$ cat config.mk
export PLATFORM = sky130hd
export DESIGN_NAME = cart_map_decode
export DESIGN_NICKNAME = d
export VERILOG_FILES = /design/src/rtl/cart_map_pkg.sv /design/src/rtl/cart_rom_window.sv /design/src/rtl/cart_sram_window.sv /design/src/rtl/cart_map_decode.sv
export SDC_FILE = /design/constraint.sdc
export NUM_CORES = 1
export LEC_CHECK = 0
export ABC_CLOCK_PERIOD_IN_PS = 800
export BUFFER_PORTS_ARGS = -buffer_cell sky130_fd_sc_hd__buf_4
export CORE_ASPECT_RATIO = 1.4
export CORE_UTILIZATION = 40
export DETAILED_ROUTE_END_ITERATION = 10
export PLACE_DENSITY = 0.7
export SLEW_MARGIN = 20
export SYNTH_ARGS = -nofsm -noshare
export SYNTH_HDL_FRONTEND = slang
export SYNTH_SLANG_ARGS = --single-unit
$ cat constraint.sdc
create_clock -name clk_i -period 0.8 [get_ports clk_i]
set_input_delay 0.16 -clock clk_i [delete_from_list [all_inputs] [get_ports clk_i]]
set_output_delay 0.16 -clock clk_i [all_outputs]
set_load 0.01 [all_outputs]
$ cat src/rtl/cart_map_pkg.sv
package cart_map_pkg;
  localparam int BANK_W  = 8;
  localparam int OFS_W   = 16;
  localparam int ROM_AW  = 24;
  localparam int SRAM_AW = 13;
  localparam int PAGE_W  = OFS_W - 1;
  localparam int QSEL_W  = 2;
  localparam int QUAD_N  = 1 << QSEL_W;
  localparam int QIDX_W  = BANK_W - QSEL_W;

  localparam logic [BANK_W-1:0] WRAM_LO_BANK = 8'h7E;
  localparam logic [BANK_W-1:0] OVR_BANK     = 8'hC0;
  localparam logic [BANK_W-1:0] LOB_FIRST    = 8'h40;
  localparam logic [BANK_W-1:0] LOB_LAST     = 8'h6F;
  localparam logic [BANK_W-1:0] LOC_FIRST    = 8'hC0;

  localparam logic [ROM_AW-1:0] QUAD_SPAN = 24'h200000;
  localparam logic [ROM_AW-1:0] LOB_BASE  = 24'h800000;
  localparam logic [ROM_AW-1:0] LOC_BASE  = 24'hA00000;
  localparam logic [ROM_AW-1:0] OVR_BASE  = 24'h000000;

  typedef enum logic [1:0] {
    HIT_NONE  = 2'd0,
    HIT_SRAM  = 2'd1,
    HIT_ROM   = 2'd2,
    HIT_FAULT = 2'd3
  } hit_e;
endpackage

$ cat src/rtl/cart_rom_window.sv
module cart_rom_window
  import cart_map_pkg::*;
(
  input  logic [BANK_W-1:0] bank_i,
  input  logic [OFS_W-1:0]  addr_i,
  output logic              hit_o,
  output logic [ROM_AW-1:0] off_o
);
  logic [QIDX_W+PAGE_W-1:0] page_off;
  logic [QUAD_N-1:0]        hi_hit;
  logic [ROM_AW-1:0]        hi_off [QUAD_N];
  logic                     is_wram;

  assign page_off = {bank_i[QIDX_W-1:0], addr_i[PAGE_W-1:0]};
  assign is_wram  = (bank_i[BANK_W-1:1] == WRAM_LO_BANK[BANK_W-1:1]);

  // upper-half windows, one per bank quarter
  for (genvar q = 0; q < QUAD_N; q++) begin : g_quad
    localparam logic [ROM_AW-1:0] QBASE = ROM_AW'(q) * QUAD_SPAN;
    assign hi_hit[q] = addr_i[OFS_W-1] && (bank_i[BANK_W-1 -: QSEL_W] == QSEL_W'(q));
    assign hi_off[q] = QBASE + ROM_AW'(page_off);
  end

  always_comb begin
    hit_o = 1'b0;
    off_o = '0;
    if (is_wram) begin
      hit_o = 1'b0;
    end else if (addr_i[OFS_W-1]) begin
      hit_o = 1'b1;
      for (int q = 0; q < QUAD_N; q++)
        if (hi_hit[q]) off_o = hi_off[q];
    end else if (bank_i == OVR_BANK) begin
      hit_o = 1'b1;
      off_o = OVR_BASE + ROM_AW'(addr_i[PAGE_W-1:0]);
    end else if (bank_i >= LOC_FIRST) begin
      hit_o = 1'b1;
      off_o = LOC_BASE + ROM_AW'(page_off);
    end else if (bank_i >= LOB_FIRST && bank_i <= LOB_LAST) begin
      hit_o = 1'b1;
      off_o = LOB_BASE + ROM_AW'(page_off);
    end
  end
endmodule

$ cat src/rtl/cart_sram_window.sv
module cart_sram_window
  import cart_map_pkg::*;
(
  input  logic [BANK_W-1:0]  bank_i,
  input  logic [OFS_W-1:0]   addr_i,
  output logic               hit_o,
  output logic [SRAM_AW-1:0] off_o
);
  // banks x20-x3F in both halves of the bank space, offsets 6000-7FFF
  assign hit_o = (bank_i[BANK_W-2 -: 2] == 2'b01) &&
                 (addr_i[OFS_W-1:SRAM_AW] == 3'b011);
  assign off_o = addr_i[SRAM_AW-1:0];
endmodule

$ cat src/rtl/cart_map_decode.sv
module cart_map_decode
  import cart_map_pkg::*;
(
  input  logic               clk_i,
  input  logic               rst_ni,
  input  logic               valid_i,
  input  logic               wr_i,
  input  logic [BANK_W-1:0]  bank_i,
  input  logic [OFS_W-1:0]   addr_i,
  output logic               rom_cs_o,
  output logic [ROM_AW-1:0]  rom_off_o,
  output logic               sram_cs_o,
  output logic               sram_we_o,
  output logic [SRAM_AW-1:0] sram_off_o,
  output logic               wr_fault_o,
  output logic               unmapped_o
);
  logic               rom_hit, sram_hit;
  logic [ROM_AW-1:0]  rom_off;
  logic [SRAM_AW-1:0] sram_off;
  hit_e               cls;

  cart_rom_window u_rom (
    .bank_i(bank_i), .addr_i(addr_i), .hit_o(rom_hit), .off_o(rom_off)
  );
  cart_sram_window u_sram (
    .bank_i(bank_i), .addr_i(addr_i), .hit_o(sram_hit), .off_o(sram_off)
  );

  // SRAM ahead of ROM; work-RAM exclusion already inside the ROM window
  always_comb begin
    if (sram_hit)     cls = HIT_SRAM;
    else if (rom_hit) cls = wr_i ? HIT_FAULT : HIT_ROM;
    else              cls = HIT_NONE;
  end

  always_ff @(posedge clk_i or negedge rst_ni) begin
    if (!rst_ni) begin
      rom_cs_o   <= 1'b0;
      rom_off_o  <= '0;
      sram_cs_o  <= 1'b0;
      sram_we_o  <= 1'b0;
      sram_off_o <= '0;
      wr_fault_o <= 1'b0;
      unmapped_o <= 1'b0;
    end else begin
      wr_fault_o <= valid_i && (cls == HIT_FAULT);
      if (valid_i) begin
        rom_cs_o   <= (cls == HIT_ROM);
        rom_off_o  <= (cls == HIT_ROM) ? rom_off : '0;
        sram_cs_o  <= (cls == HIT_SRAM);
        sram_we_o  <= (cls == HIT_SRAM) && wr_i;
        sram_off_o <= (cls == HIT_SRAM) ? sram_off : '0;
        unmapped_o <= (cls == HIT_NONE);
      end
    end
  end

  // independent cartridge-enable decode for checking
  logic cart_en;
  assign cart_en = ((bank_i < 8'h40 || (bank_i >= 8'h80 && bank_i < 8'hC0)) && addr_i >= 16'h8000)
                 || (bank_i >= 8'h40 && bank_i <= 8'h7D) || (bank_i >= 8'hC0);


  excl_sel_chk: assert property (@(posedge clk_i) disable iff (!rst_ni)
    $onehot0({rom_cs_o, sram_cs_o, unmapped_o, wr_fault_o}));

  wram_block_chk: assert property (@(posedge clk_i) disable iff (!rst_ni)
    valid_i && (bank_i == 8'h7E || bank_i == 8'h7F) |=>
      unmapped_o && !rom_cs_o && !sram_cs_o && !wr_fault_o);

  cart_en_chk: assert property (@(posedge clk_i) disable iff (!rst_ni)
    valid_i && !cart_en |=> !rom_cs_o);

  hold_chk: assert property (@(posedge clk_i) disable iff (!rst_ni)
    !valid_i |=> $stable(rom_cs_o) && $stable(sram_cs_o) && $stable(unmapped_o)
      && $stable(rom_off_o) && $stable(sram_off_o) && $stable(sram_we_o) && !wr_fault_o);

  we_in_sram_chk: assert property (@(posedge clk_i) disable iff (!rst_ni)
    sram_we_o |-> sram_cs_o);

  unmapped_zero_chk: assert property (@(posedge clk_i) disable iff (!rst_ni)
    unmapped_o |-> (rom_off_o == '0) && (sram_off_o == '0));

  sram_mirror_chk: assert property (@(posedge clk_i) disable iff (!rst_ni)
    valid_i && (bank_i[6:5] == 2'b01) && (addr_i >= 16'h6000) && (addr_i < 16'h8000) |=>
      sram_cs_o && !rom_cs_o && (sram_off_o == $past(addr_i[SRAM_AW-1:0])));

  rom_wr_fault_chk: assert property (@(posedge clk_i) disable iff (!rst_ni)
    valid_i && wr_i && addr_i[15] && (bank_i[7:1] != 7'h3F) |=>
      wr_fault_o && !rom_cs_o && !unmapped_o);

  ovr_bank_chk: assert property (@(posedge clk_i) disable iff (!rst_ni)
    valid_i && !wr_i && (bank_i == 8'hC0) && !addr_i[15] |=>
      rom_cs_o && (rom_off_o < 24'h008000));
endmodule

=== After elaboration in Yosys (flattened, before gate mapping) ===
Cells that the tools add are included.
Widths: inputs -> output; s select.

* Latch bits: 0
* Logic and storage cells: 54
* Memories: 0
* Bits in writable memories: 0
* Register bits: 42
* Output and inout port bits: 42
* Bits in read-only memories: 0

* $add $sub $neg: 5
* Reduce and logical (&&, ||, !) cells: 10
* Muxes and demuxes: 19
* Divide/modulo/power cells: 0
* Bitwise operators: 0
* Multipliers: 0
* Magnitude comparators: 3
* Equality and inequality tests: 10
* Shift operators: 0

{| class="wikitable"
|+ Operator list
! cell !! count
|-
| $mux 24 || 9
|-
| $add 23x21->24 const A || 2
|-
| $add 24x21->24 const A || 2
|-
| $add 22x21->23 const A || 1
|-
| $mux 21 || 1
|-
| $mux 13 || 1
|-
| $eq 2x2->1 const B || 4
|-
| $eq 8x8->1 const B || 1
|-
| $ge 8x7->1 const B || 1
|-
| $ge 8x8->1 const B || 1
|-
| $le 8x7->1 const B || 1
|-
| $logic_and 1x1->1 || 8
|-
| $eq 7x6->1 const B || 1
|-
| $eq 2x1->1 const B || 3
|-
| $mux 1 || 6
|-
| $logic_not 2->1 || 2
|-
| $mux 2 || 2
|-
| $eq 3x2->1 const B || 1
|}

=== Logic depth before layout (Yosys ltp) ===
* Depth in word-level cells: 11
* Gate-level depth with buffers: 5
* Gate-level depth less buffers: 3

=== Modules after synthesis ===
From an unflattened synthesis, not the netlist that was laid out.

* Cells, all modules: 229
* Area, all modules: 2200.9 µm²

{| class="wikitable"
|+ By module, submodules not included
! module !! area an instance (µm²) !! times used !! cells each
|-
| cart_map_decode || 1843.0 || 1 || 177
|-
| cart_rom_window || 247.7 || 1 || 37
|-
| cart_sram_window || 110.1 || 1 || 15
|}

=== Least setup slack after synthesis ===
OpenSTA, ideal clock, no wires.

* Path type: input port to flip-flop
* Start point: input port bank_i[0]
* End point: register rom_off_o[23]
* Stages: 3
* Arrival: 1.181 ns
* Path slack: -0.521 ns
* Buffers on the path: 0
* Data required time: 0.659 ns
* Cell sequence: or4_4 o311ai_4 o22ai_2

* Word-level cells in the longest chain between the ends: 11

{| class="wikitable"
|+ RTL lines
! element !! line !! source
|-
| start, declared || cart_map_decode.sv:8 || <nowiki>input logic [BANK_W-1:0] bank_i,</nowiki>
|-
| $ge 8x7->1 / $le 8x7->1 (equally long branches) || cart_rom_window.sv:39 || <nowiki>end else if (bank_i >= LOB_FIRST && bank_i <= LOB_LAST) begin</nowiki>
|-
| $logic_and 1x1->1 || cart_rom_window.sv:39 ||
|-
| $mux 1 || cart_rom_window.sv:39 ||
|-
| $mux 1 || cart_rom_window.sv:36 || <nowiki>end else if (bank_i >= LOC_FIRST) begin</nowiki>
|-
| $mux 1 || cart_rom_window.sv:33 || <nowiki>end else if (bank_i == OVR_BANK) begin</nowiki>
|-
| $mux 1 || cart_rom_window.sv:29 || <nowiki>end else if (addr_i[OFS_W-1]) begin</nowiki>
|-
| $mux 1 || cart_rom_window.sv:27 || <nowiki>if (is_wram) begin</nowiki>
|-
| $mux 2 || cart_map_decode.sv:33 || <nowiki>else if (rom_hit) cls = wr_i ? HIT_FAULT : HIT_ROM;</nowiki>
|-
| $mux 2 || cart_map_decode.sv:32 || <nowiki>if (sram_hit) cls = HIT_SRAM;</nowiki>
|-
| $eq 2x2->1 || cart_map_decode.sv:50 || <nowiki>rom_off_o <= (cls == HIT_ROM) ? rom_off : '0;</nowiki>
|-
| $mux 24 * || cart_map_decode.sv:50 ||
|-
| end signal, assigned || cart_map_decode.sv:50 ||
|-
| end, declared || cart_map_decode.sv:11 || <nowiki>output logic [ROM_AW-1:0] rom_off_o,</nowiki>
|}

Every way passes the cells marked *; elsewhere a longest branch is shown, timed or not.
A chain may end at the register's enable or synchronous reset.

=== Worst setup path after layout ===
* Start point: input port bank_i[0]
* End point: register rom_off_o[17]

Same word-level chain as after synthesis.

==> impl_metrics.py <==
metrics = {
    "status": {
        "status": "complete, but fails checks",
        "violations": "setup timing",
    },
    "detailed_routing": {
        "wire_per_inst_um": 15.4,
        "drt_iter0_markers": 68,
        "wirelength_um": 5740,
        "routed_via_density": 4.95,
        "drtAntennaViolNets": 0,
        "drc_errors": 0,
        "drtPass1Iterations": 4,
        "via_count": 1843,
    },
    "cells_and_area": {
        "fin_area_um2": 3560,
        "drive_above_1_share_pct": 60.3,
        "antenna_cells": 0,
        "area_growth_pct": 93.7,
        "final_nets": 339,
        "utilization_pct": 82.6,
    },
    "logic_synthesis": {
        "ys_top_cells_by_count": "dfrtp_1, inv_1, nand2_1, o22ai_1, o32ai_1",
        "syn-num-nets": 201,
        "synth_edf_count": 0,
        "synth_top_family_by_area": "compound AO/OA/AOI/OAI gates",
        "synth.cell_area_um2": 1840,
        "muxShareOfSynthArea_pct": 3.81,
        "synth_simple_gate_area_share_pct": 9.47,
        "synthXorXnorAreaFrac_pct": 0,
        "synth_cells": 173,
        "synth_area_leaders": "dfrtp_1, inv_1, o32ai_1, o22ai_1, mux2i_1",
        "yosysTopAreaCell": "dfrtp_1",
        "syn_avg_cell_area_um2": 10.6,
        "synth_top_area_share_pct": 57.2,
        "synth-compound-area-share_pct": 18.9,
        "ys_seq_area_share_pct": 57.2,
        "synth_cell_types": 30,
        "ys.flop_type": "dfrtp_1",
        "yosys_warnings": 0,
        "synthAdderAreaFrac_pct": 0,
        "async_flop_share_pct": 100,
        "synth_most_common_cell": "dfrtp_1",
        "yosys_register_bits": 42,
    },
    "power_and_ir_drop": {
        "ir_worst_vdd_uv": 1260,
        "p_per_area_nw_per_um2": 1410,
        "p_leak_nw": 1.70,
        "p_total_w": 0.00502,
    },
    "floorplan": {
        "dieArea_um2": 4870,
        "dieWidth_um": 59.3,
        "rows": 28,
        "start_util_pct": 42.6,
        "die_h_um": 82.2,
        "core-area_um2": 4310,
        "boundaryPins": 70,
    },
    "worst_setup_path": {
        "worst_path_dominant_cell_family": "simple AND/OR/NAND/NOR gates",
        "r2r_slack_ns": -0.11,
        "reg2reg_depth": 4,
        "worst-path-max-fanout": 7,
        "crit_top_cell": "buf_6",
        "crit_type": "input port to flip-flop",
        "cp-start-kind": "input port",
        "cp-end-kind": "flip-flop",
        "worstPathArrival_ns": 1.32,
        "critical-path-max-stage-delay_ns": 0.55,
        "cp_num_cells": 5,
        "r2r-start": "rom_cs_o$_DFFE_PN0P_",
        "critPathLaunch": "bank_i[0]",
        "crit_path_top_delay_cell": "or4_4",
        "path_cells": "buf_6, or4_4, o311ai_4, buf_6, a21oi_1",
        "setup.worst_path.end": "rom_off_o[17]$_DFFE_PN0P_",
        "worstReg2RegEnd": "rom_cs_o$_DFFE_PN0P_",
        "cp_num_buf_inv": 2,
        "worstPathRequired_ns": 0.98,
    },
    "clock_tree": {
        "path_clk_slew_ns": 0.08,
        "cts_buffer_depth": 2,
        "tritoncts": "done",
        "cts.sinks": 42,
        "ctsHtreeMaxLevel": 2,
        "cts-root-buf": "clkbuf_8",
        "cts_made_buffers": 5,
        "clk_latency_ns": 0.29,
    },
    "timing": {
        "hold_viol_final": 0,
        "worst_slack_ns": -0.343,
        "hold_slack_ns": 0.122,
        "worstMarginPinSlew_ns": 0.301,
        "min_period_ns": 1.14,
        "drv_slew": 0,
        "fmax_mhz": 875,
        "skew_ns": 0,
        "setup_viol": 82,
        "setup-tns-final_ns": -13.88,
        "slew_headroom_pct": 79.9,
        "rsz0062_at_grt": "yes",
        "fin_crit_sh_pct": 143,
    },
    "grt": {
        "overflow": 0,
        "grt_pass1_wl_um": 8980,
        "antenna_found_initial": 0,
        "grt_max_degree": 43,
        "grt_pass1_vias": 1916,
        "grt_usage_pct": 25.2,
    },
    "hold_path": {
        "worst_hold_path_type": "input port to flip-flop",
    },
    "place": {
        "numPortBuffers": 69,
        "dpl_cell_area_um2": 2800,
        "place_hpwl_um": 3550,
        "gp_congestion": 0.756,
    },
    "flow_run": {
        "maxCapViolCount": 0,
    },
}
[cell type report]
type	count	area (um^2)
inverters	36	135
well taps	60	75.1
repair buffers	143	1380
multi-input cells	83	826
fillers	252	751
flip-flops and latches	42	1050
clock inverters	1	5.00
clock buffers	7	86.3
[cell usage in the layout, fill, tap and decap left out, types with 2 or more instances in the layout]
| cell type | Yosys | routed |
|---|---|---|
| dfrtp_1 | 42 | 42 |
| buf_4 | 1 | 70 |
| nand2b_1 | 4 | 4 |
| buf_8 | 0 | 2 |
| nand2_1 | 16 | 16 |
| clkbuf_8 | 0 | 6 |
| o22ai_2 | 1 | 15 |
| o32ai_2 | 0 | 13 |
| buf_6 | 1 | 67 |
| o32ai_1 | 15 | 2 |
| buf_12 | 0 | 3 |
| a21oi_1 | 6 | 5 |
| mux2i_1 | 7 | 7 |
| nor2b_1 | 2 | 2 |
| inv_1 | 36 | 35 |
[stage by stage]
step,cells,setup slack [ns]
2_1_floorplan,173,-0.457
3_3_place_gp,335,-0.656
3_5_place_dp,335,-0.688
4_1_cts,357,-0.331
5_1_grt,372,-0.346
6_report,372,-0.343
[per-layer routing]
metal	GRT usage [%]	share of wire [%]	vias to the layer above
met3	5.76	4.4	14
met1	27.4	37	893
li1	-	-	880
met2	45.7	56	56
met4	11.2	2.9	0
met5	0	0	-
[worst min-delay path, delay by kind of cell]
kind,cells,cell delay (ns)
buf+inv,1,0.10
simple gates,1,0.06
compound gates,1,0.06
[flip-flops by register name, summed over array words and instances, names as in the netlist]
name	flops
wr_fault_o	1
sram_cs_o	1
rom_off_o	24
sram_off_o	13
rom_cs_o	1
sram_we_o	1
unmapped_o	1
[worst min-delay path by stage]
stage	from	endpoint	slack (ns)	depth (start not counted)
after detailed placement	rst_ni	rom_off_o[9]$_DFFE_PN0P_	0.14	2
after global routing	bank_i[7]	rom_off_o[22]$_DFFE_PN0P_	0.14	3
after floorplan	rst_ni	rom_cs_o$_DFFE_PN0P_	-0.14	0
after CTS	bank_i[7]	rom_off_o[22]$_DFFE_PN0P_	0.10	3
after global placement	rst_ni	rom_off_o[9]$_DFFE_PN0P_	0.14	2
final	bank_i[7]	rom_off_o[22]$_DFFE_PN0P_	0.12	3
[cell families (layout without fill, tap and decap cells)]
family / count (synthesis) / after routing
buffers and inverters: 48 / 187
AO/OA/AOI/OAI: 44 / 44
flip-flops: 42 / 42
AND/OR/NAND/NOR: 32 / 32
multiplexers: 7 / 7
[power breakdown]
part           internal, W  switching, W  leakage, nW  total (W)
registers          0.00224     0.0000954        0.564    0.00234
clock network     0.000696      0.000706       0.0482    0.00140
logic             0.000744      0.000534         1.08    0.00128
total              0.00368       0.00134         1.70    0.00502
[what timing repair did]
item,4_1_cts,5_1_grt
endpoints found under the hold margin,42,0
endpoints found under the setup margin,83,83
resized for setup,88,13
cloned,1,0
setup buffers,12,17
pin swaps,12,8
hold buffers,1,0
Power figures use the tool's default switching activity.
